File: config.mk
export PLATFORM = sky130hd
export DESIGN_NAME = hitbuf_drain_ctrl
export DESIGN_NICKNAME = d
export VERILOG_FILES = /design/src/rtl/hitbuf_pkg.sv /design/src/rtl/hitbuf_timebase.sv /design/src/rtl/hitbuf_next_pick.sv /design/src/rtl/hitbuf_pacer.sv /design/src/rtl/hitbuf_drain_ctrl.sv
export SDC_FILE = /design/constraint.sdc
export NUM_CORES = 1
export LEC_CHECK = 0
export BUFFER_PORTS_ARGS = -buffer_cell sky130_fd_sc_hd__buf_2
export CORE_AREA = 2 2 259 261
export DETAILED_ROUTE_END_ITERATION = 7
export DIE_AREA = 0 0 261 263
export GPL_ROUTABILITY_DRIVEN = 0
export PLACE_DENSITY_LB_ADDON = 0.05
export SLEW_MARGIN = 30
export SYNTH_ARGS = -nofsm -noshare
export SYNTH_HDL_FRONTEND = slang
export SYNTH_SLANG_ARGS = --single-unit
File: constraint.sdc
create_clock -name clk -period 4.7 [get_ports clk]
set_input_delay 0 -clock clk [delete_from_list [all_inputs] [get_ports clk]]
set_output_delay 0 -clock clk [all_outputs]
set_load 0.02 [all_outputs]
File: src/rtl/hitbuf_pkg.sv
package hitbuf_pkg;

  typedef enum logic [0:0] {
    ST_ACQUIRE = 1'b0,
    ST_DRAIN   = 1'b1
  } drain_state_e;

endpackage

File: src/rtl/hitbuf_timebase.sv
module hitbuf_timebase #(
  parameter int TS_W = 27
) (
  input  logic            clk,
  input  logic            rst_n,
  input  logic            time_clear,
  output logic [TS_W-1:0] ts
);

  always_ff @(posedge clk or negedge rst_n) begin
    if (!rst_n)          ts <= '0;
    else if (time_clear) ts <= '0;
    else                 ts <= ts + 1'b1;
  end

  // clear pulse lands as zero on the next cycle
  assert_clear_zero_R9: assert property (@(posedge clk) disable iff (!rst_n)
    time_clear |=> (ts == '0));

endmodule

File: src/rtl/hitbuf_next_pick.sv
module hitbuf_next_pick #(
  parameter int NUM_CH = 20,
  parameter int CH_W   = 5
) (
  input  logic [NUM_CH-1:0] avail,
  input  logic [CH_W-1:0]   base,
  output logic              found,
  output logic [CH_W-1:0]   idx
);

  logic [NUM_CH-1:0] elig;

  for (genvar g = 0; g < NUM_CH; g++) begin : g_elig
    assign elig[g] = avail[g] && (CH_W'(g) >= base);
  end

  // lowest eligible channel wins
  always_comb begin
    found = |elig;
    idx   = '0;
    for (int i = NUM_CH - 1; i >= 0; i--) begin
      if (elig[i]) idx = CH_W'(i);
    end
  end

endmodule

File: src/rtl/hitbuf_pacer.sv
module hitbuf_pacer #(
  parameter int WORD_GAP = 10
) (
  input  logic clk,
  input  logic rst_n,
  input  logic fire,
  output logic slot_open
);

  localparam int GAP_W = $clog2(WORD_GAP) + 1;
  localparam logic [GAP_W-1:0] RELOAD = GAP_W'(WORD_GAP - 1);

  logic [GAP_W-1:0] wait_cnt;

  always_ff @(posedge clk or negedge rst_n) begin
    if (!rst_n)               wait_cnt <= '0;
    else if (fire)            wait_cnt <= RELOAD;
    else if (wait_cnt != '0)  wait_cnt <= wait_cnt - 1'b1;
  end

  assign slot_open = (wait_cnt == '0);

endmodule

File: src/rtl/hitbuf_drain_ctrl.sv
module hitbuf_drain_ctrl
  import hitbuf_pkg::*;
#(
  parameter int NUM_CH   = 20,
  parameter int CH_W     = 5,
  parameter int OUT_W    = 32,
  parameter int WORD_GAP = 10,
  parameter int TS_W     = 27
) (
  input  logic                             clk,
  input  logic                             rst_n,
  input  logic                             ext_inhibit,
  input  logic                             time_clear,
  input  logic [NUM_CH-1:0]                buf_full,
  input  logic [NUM_CH-1:0]                buf_empty,
  input  logic [NUM_CH*(OUT_W-CH_W)-1:0]   buf_rd_data,
  output logic [NUM_CH-1:0]                buf_rd_en,
  output logic                             out_valid,
  input  logic                             out_ready,
  output logic [OUT_W-1:0]                 out_data,
  output logic                             inhibit_out,
  output logic                             drain_busy,
  output logic [TS_W-1:0]                  timestamp
);

  localparam int DATA_W = OUT_W - CH_W;
  localparam int GAP_W  = $clog2(WORD_GAP) + 1;
  localparam logic [GAP_W-1:0] GAP_MAX = GAP_W'(WORD_GAP - 1);

  drain_state_e     state;
  logic [CH_W-1:0]  cur_ch;
  logic             ext_q;
  logic             start_drain;
  logic             pick_found;
  logic [CH_W-1:0]  pick_idx;
  logic             slot_open;
  logic             fire;
  logic [DATA_W-1:0] sel_data;

  // ---------------- timestamp ----------------
  hitbuf_timebase #(.TS_W(TS_W)) i_timebase (
    .clk       (clk),
    .rst_n     (rst_n),
    .time_clear(time_clear),
    .ts        (timestamp)
  );

  // ---------------- trigger and state ----------------
  assign start_drain = (|buf_full && !ext_inhibit) || (ext_inhibit && !ext_q);

  always_ff @(posedge clk or negedge rst_n) begin
    if (!rst_n) begin
      state  <= ST_ACQUIRE;
      cur_ch <= '0;
      ext_q  <= 1'b0;
    end else begin
      ext_q <= ext_inhibit;
      unique case (state)
        ST_ACQUIRE: begin
          if (start_drain) begin
            state  <= ST_DRAIN;
            cur_ch <= '0;
          end
        end
        ST_DRAIN: begin
          if (!pick_found) state  <= ST_ACQUIRE;
          else             cur_ch <= pick_idx;
        end
        default: state <= ST_ACQUIRE;
      endcase
    end
  end

  assign drain_busy  = (state == ST_DRAIN);
  assign inhibit_out = drain_busy | ext_inhibit;

  // ---------------- channel selection ----------------
  hitbuf_next_pick #(.NUM_CH(NUM_CH), .CH_W(CH_W)) i_pick (
    .avail(~buf_empty),
    .base (cur_ch),
    .found(pick_found),
    .idx  (pick_idx)
  );

  always_comb begin
    sel_data = '0;
    for (int i = 0; i < NUM_CH; i++) begin
      if (pick_idx == CH_W'(i)) sel_data = buf_rd_data[i*DATA_W +: DATA_W];
    end
  end

  // ---------------- pacing and output ----------------
  hitbuf_pacer #(.WORD_GAP(WORD_GAP)) i_pacer (
    .clk      (clk),
    .rst_n    (rst_n),
    .fire     (fire),
    .slot_open(slot_open)
  );

  assign out_valid = drain_busy && pick_found && slot_open;
  assign out_data  = {pick_idx, sel_data};
  assign fire      = out_valid && out_ready;

  for (genvar g = 0; g < NUM_CH; g++) begin : g_pop
    assign buf_rd_en[g] = fire && (pick_idx == CH_W'(g));
  end

  // ---------------- checks ----------------
  logic [GAP_W-1:0] since_fire;
  always_ff @(posedge clk or negedge rst_n) begin
    if (!rst_n)                    since_fire <= GAP_MAX;
    else if (fire)                 since_fire <= '0;
    else if (since_fire != GAP_MAX) since_fire <= since_fire + 1'b1;
  end

  assert_word_spacing_R6: assert property (@(posedge clk) disable iff (!rst_n)
    out_valid |-> (since_fire == GAP_MAX));

  assert_hold_on_stall_R7: assert property (@(posedge clk) disable iff (!rst_n)
    (out_valid && !out_ready) |=> (out_valid && $stable(out_data)));

  assert_single_pop_R4: assert property (@(posedge clk) disable iff (!rst_n)
    $onehot0(buf_rd_en));

  assert_no_empty_pop_R5: assert property (@(posedge clk) disable iff (!rst_n)
    (buf_rd_en & buf_empty) == '0);

  assert_start_cause_R1: assert property (@(posedge clk) disable iff (!rst_n)
    $rose(drain_busy) |-> ($past(|buf_full && !ext_inhibit) ||
                           ($past(ext_inhibit) && !$past(ext_inhibit, 2))));

  assert_end_when_empty_R8: assert property (@(posedge clk) disable iff (!rst_n)
    $fell(drain_busy) |-> $past(&buf_empty));

endmodule

Yosys cells after proc, flatten, opt, wreduce, memory -nomap -nowiden

Index checks and enable logic that the tools add are counted.

Add/subtract/negate cells: 2
Magnitude comparators: 20
Equality and inequality tests: 21
Multiplexer cells: 49
Bitwise gates (word level): 3
Reduce and logical (&&, ||, !) cells: 55

Operators by type and width:

| operator                | count |
|---|---|
| $mux W27                | 21 |
| $mux W5                 | 24 |
| $logic_and A1 B1 Y1     | 45 |
| $eq A5 B4 Y1 const B    | 8 |
| $ge A4 B5 Y1 const A    | 8 |
| $reduce_or A20 Y1       | 2 |
| $add A27 B1 Y27 const B | 1 |
| $eq A5 B3 Y1 const B    | 4 |
| $eq A5 B5 Y1 const B    | 4 |
| $ge A3 B5 Y1 const A    | 4 |
| $ge A5 B5 Y1 const A    | 4 |
| $not A20 Y20            | 1 |
| $eq A5 B2 Y1 const B    | 2 |
| $ge A1 B5 Y1 const A    | 2 |
| $ge A2 B5 Y1 const A    | 2 |
| $logic_not A5 Y1        | 2 |
| $pmux W5 S2             | 1 |
| $eq A5 B1 Y1 const B    | 1 |
| $reduce_bool A5 Y1      | 1 |
| $sub A5 B1 Y5 const B   | 1 |
| $logic_not A1 Y1        | 2 |
| $mux W1                 | 2 |
| $ne A2 B1 Y1 const B    | 1 |
| $ne A2 B2 Y1 const B    | 1 |
| other kinds (6)         | 6 |

Register bits: 39
Input bits: 585
Output and inout bits: 82
Logic and storage cells: 155

Depth between registers and ports, before layout

Word-level depth: 43
Gate-level depth with buffers: 15
Mapped depth without buffers: 10

By module

Synthesis repeated with hierarchy kept, for this count alone.

Cells, all modules: 1,113
Area, all modules: 7,641.1 um2

By module, submodules not included:

| module            | instances | cells each | area each (um2) | seq. area each (um2) |
|---|---|---|---|---|
| hitbuf_drain_ctrl | 1         | 843        | 5,390.2         | 175.2 |
| hitbuf_timebase   | 1         | 141        | 1,357.6         | 675.6 |
| hitbuf_next_pick  | 1         | 104        | 635.6           | 0.0 |
| hitbuf_pacer      | 1         | 25         | 257.7           | 125.1 |

Worst setup path after synthesis

Ideal clock, no wire load.

Path type: flip-flop to output port
From: register cur_ch[2]
To: output out_data[5]
Data arrival time: 3.342 ns
Slack: 1.358 ns
Stages on the path, launching flop included: 15
Path buffers: 4
Cells stage by stage: dfrtp_1 buf_2 buf_6 o21a_1 a221o_1 a2111oi_4 o21ai_1 nand2_2 inv_2 or3_1 clkbuf_1 buf_2 and4b_1 o311a_1 o31ai_1

Word-level cells in the longest chain between the ends: 43
Elaborated cells between the ends (all ways): 100

Ends and longest elaborated chain:

| element                  | line                    | RTL |
|---|---|---|
| start: declaration       | hitbuf_drain_ctrl.sv:31 | `logic [CH_W-1:0] cur_ch;` |
| start signal: assignment | hitbuf_drain_ctrl.sv:67 | `else cur_ch <= pick_idx;` |
| $ge A5 B5 Y1             | hitbuf_next_pick.sv:14  | `assign elig[g] = avail[g] && (CH_W'(g) >= base);` |
| $logic_and A1 B1 Y1      | hitbuf_next_pick.sv:14  |  |
| $mux W5 (19 in series)   | hitbuf_next_pick.sv:22  | `if (elig[i]) idx = CH_W'(i);` |
| $mux W5 *                | hitbuf_next_pick.sv:22  |  |
| net out_data[28]         | hitbuf_drain_ctrl.sv:20 | `output logic [OUT_W-1:0] out_data,` |
| $logic_not A5 Y1         | hitbuf_drain_ctrl.sv:88 | `if (pick_idx == CH_W'(i)) sel_data = buf_rd_data[i*DATA_W +: DATA_W];` |
| $mux W27 (19 in series)  | hitbuf_drain_ctrl.sv:88 |  |
| $mux W27 *               | hitbuf_drain_ctrl.sv:88 |  |
| end: declaration         | hitbuf_drain_ctrl.sv:20 |  |

Mark *: on every way through the listed nets, which the timed path passes. The rest lies on a longest branch.

Worst setup path in the final report

From: register cur_ch[1]
To: output out_data[26]

Word-level cells in the longest chain between the ends: 43
Elaborated cells between the ends (all ways): 100

Ends and longest elaborated chain:

| element                 | line |
|---|---|
| $ge A5 B5 Y1            | hitbuf_next_pick.sv:14 |
| $logic_and A1 B1 Y1     | hitbuf_next_pick.sv:14 |
| $mux W5 (19 in series)  | hitbuf_next_pick.sv:22 |
| $mux W5 *               | hitbuf_next_pick.sv:22 |
| $logic_not A5 Y1        | hitbuf_drain_ctrl.sv:88 |
| $mux W27 (19 in series) | hitbuf_drain_ctrl.sv:88 |
| $mux W27 *              | hitbuf_drain_ctrl.sv:88 |

Every way passes the cells marked *; elsewhere a longest branch is shown, timed or not.

==> flow_metrics.py <==
metrics = {
    "place": {
        "dp_slack_ns": 0.513,
        "dp_hpwl_um": 57200,
        "io_buffers": 666,
    },
    "min_path": {
        "worst_hold_path_type": "input pin to register",
    },
    "die": {
        "dieArea_um2": 68600,
        "start_util_pct": 11.4,
        "core_area_um2": 65600,
        "die_w_um": 261,
        "num_rows": 94,
        "die_h_um": 263,
        "pin_count": 667,
    },
    "setup_path": {
        "slowest_delay_ns": 0.57,
        "worst_ep_arrival_time_ns": 4.44,
        "cp_slowest_cell": "dfrtp_1",
        "crit_family": "compound AO/OA/AOI/OAI gates",
        "end_kind": "primary output",
        "r2r_slack_ns": 1.18,
        "worstPathCellList": "buf_4 -> nand4_1 -> and2_4 -> or4_4 -> o41a_1 -> o31ai_4 -> buf_12 -> a221oi_1 -> o311a_1 -> o211ai_1 -> buf_2",
        "crit_fanout": 22,
        "startpoint_type": "register",
        "crit_buf_inv": 3,
        "required_ns": 4.70,
        "critical_path_class": "register to primary output",
    },
    "detailed_routing": {
        "viasPerCell": 4.35,
        "via_count": 11400,
        "first_iter_violations": 622,
        "ant_nets": 0,
        "routed_wl_um": 67500,
        "drc": 0,
        "wl_per_cell_um": 25.7,
        "drtPass1Iterations": 5,
    },
    "sta": {
        "timing.hold.ws_ns": 0.107,
        "layout_min_cycle_time_ns": 4.44,
        "max_freq_ghz": 0.225,
        "timing.final.hold_violations": 0,
        "worstMarginPinSlew_ns": 0.956,
        "finClkSkew_ns": 0.00986,
        "grt_setup_unrepaired": "no",
        "final_max_slew_viol_count": 0,
        "setup-tns-final_ns": 0,
        "finalCritPeriodShare_pct": 94.4,
        "timing.final.ws_setup_ns": 0.265,
        "timing.slew.headroom_pct": 35.9,
        "setup_viol": 0,
    },
    "final_layout": {
        "drive_gt1_share_pct": 47.5,
        "area_growth_pct": 62.3,
        "layout.nets": 2341,
        "fin_util_pct": 18.5,
    },
    "grt": {
        "grt_util_all_layers_pct": 18.8,
        "grt_pass1_vias": 11800,
        "antenna_found_initial": 25,
        "grt_pass1_wl_um": 92200,
        "gr-total-overflow": 0,
        "grt_start_max_net_pins": 40,
    },
    "logic_synthesis": {
        "avgSynthCellArea_um2": 6.64,
        "yosysSeqAreaShare_pct": 13.0,
        "synth_top_cell_area_share_pct": 13.0,
        "synth_top_family_by_area": "compound AO/OA/AOI/OAI gates",
        "synth_area_leaders": "dfrtp_1 (13%), nand2_1 (7.6%), nor3_1 (6.9%), mux2_2 (6.5%), inv_1 (4.5%)",
        "synthXorXnorAreaFrac_pct": 2.92,
        "yosys.area.top_type": "dfrtp_1",
        "synthAdderAreaFrac_pct": 0.334,
        "synthesis.nets": 1716,
        "ys_warn_count": 0,
        "synth_common_cells": "nand2_1 (152), nor3_1 (103), inv_1 (89), nor2_1 (84), a21oi_1 (64)",
        "synth_edf_count": 0,
        "synth_most_common_cell": "nand2_1",
        "synth_cell_type_count": 79,
        "synthMuxAreaShare_pct": 8.13,
        "synth_compound_area_share_pct": 33.6,
        "postSynth.asyncResetShare_pct": 100,
        "ys.flop_type": "dfrtp_1",
        "synth.cell_area_um2": 7490,
        "post_synth_inst_count": 1129,
        "yosys.area_share.simple_pct": 31.3,
        "yosys_register_bits": 39,
    },
    "job": {
        "drv_cap": 0,
    },
    "cts": {
        "numCtsBuffers": 5,
        "cts.sinks": 39,
        "htreeDepth": 2,
        "clkTransAtPathRegs_ns": 0.07,
        "cts_setup_buffers": 0,
        "cts_tree": "done",
        "clockRootBuffer": "clkbuf_16",
        "cts_buffer_depth": 2,
        "insertion_delay_ns": 0.29,
    },
    "pwr": {
        "leakage_nw": 6.01,
        "finalPower_mw": 6.92,
        "irDropWorstVdd_v": 0.000237,
        "powerDensity_nw_per_um2": 569,
    },
    "run_status": {
        "status": "complete, no violations",
    },
}
[registers in the layout (all words and copies together) (netlist names)]
register / count
cur_ch: 5
drain_busy: 1
i_pacer.wait_cnt: 5
ext_q: 1
i_timebase.ts: 27
[timing repair]
| action | CTS | global route |
|---|---|---|
| gates resized for setup | 0 | 5 |
| setup endpoints to repair | 0 | 11 |
| endpoints found under the hold margin | 40 | 0 |
| hold buffers | 2 | 0 |
[worst register-to-register path: cells and delay by family (launching register included)]
family	cells	cell delay (ns)
buffers and inverters	3	0.83
flip-flops	1	0.57
AO/OA/AOI/OAI	2	0.48
AND/OR/NAND/NOR	6	1.55
[final cells by class]
type                    instances  area, um2
diodes                          7       17.5
clock buffers                   6        139
clock inverters                 2       16.3
fillers                      7762      53500
inverters                      91        342
multi-input cells             900       5820
flip-flops and latches         39        978
well taps                     864       1080
repair buffers                717       3770
[power by group]
part	total (mW)	internal, mW	switching, mW
registers	0.456	0.373	0.0829
logic	6.08	2.15	3.94
clock network	0.378	0.213	0.165
[worst paths after layout]
path | from | endpoint | cells past startpoint
worst min register to register | i_timebase.ts[0] | i_timebase.ts[0] | 1
min in group asynchronous | rst_n | i_timebase.ts[8] | 3
worst max-delay path | cur_ch[1] | out_data[26] | 11
max in group asynchronous | rst_n | cur_ch[2] | 3
worst min-delay path | buf_full[8] | drain_busy | 3
worst max register to register | cur_ch[1] | i_pacer.wait_cnt[1] | 11
[per-stage QoR]
step / cell area [um2] / std cells
finish: 12200 / 2626
global route: 12200 / 2622
CTS: 12100 / 2619
detailed placement: 12000 / 2609
global placement: 11900 / 2609
floorplan: 7490 / 1129
[routing by layer]
metal	GRT usage [%]	vias to the layer above	share of wire (%)
li1	-	5445	-
met1	24.3	5486	44
met2	33.3	433	49
met3	3.70	53	5.8
met4	1.15	16	0.96
met5	0	-	0.14
[placed cells by master (no fill, tap or decap), drive strengths merged, types with 8 or more instances in the layout]
cell | synthesis | routed
a211oi | 8 | 8
a21oi | 65 | 65
a221oi | 47 | 47
and3 | 8 | 8
buf | 47 | 715
dfrtp | 39 | 39
inv | 91 | 91
mux2 | 47 | 47
mux2i | 8 | 8
nand2 | 153 | 153
nand3 | 55 | 55
nand4 | 8 | 8
nor2 | 86 | 86
nor3 | 104 | 104
nor4 | 27 | 27
o211ai | 24 | 24
o21ai | 44 | 44
o22ai | 46 | 46
o311a | 22 | 22
or3 | 29 | 29
xor2 | 20 | 20
[kinds of logic after synthesis]
logic type                 count (synthesis)
and+or+nand+nor                          495
AOI/OAI and AO/OA                        323
buffers and inverters                    190
muxes                                     55
DFF                                       39
xor gates and xnor gates                  25
adders and majority gates                  2
No activity file was read; power rests on OpenSTA's default activity.
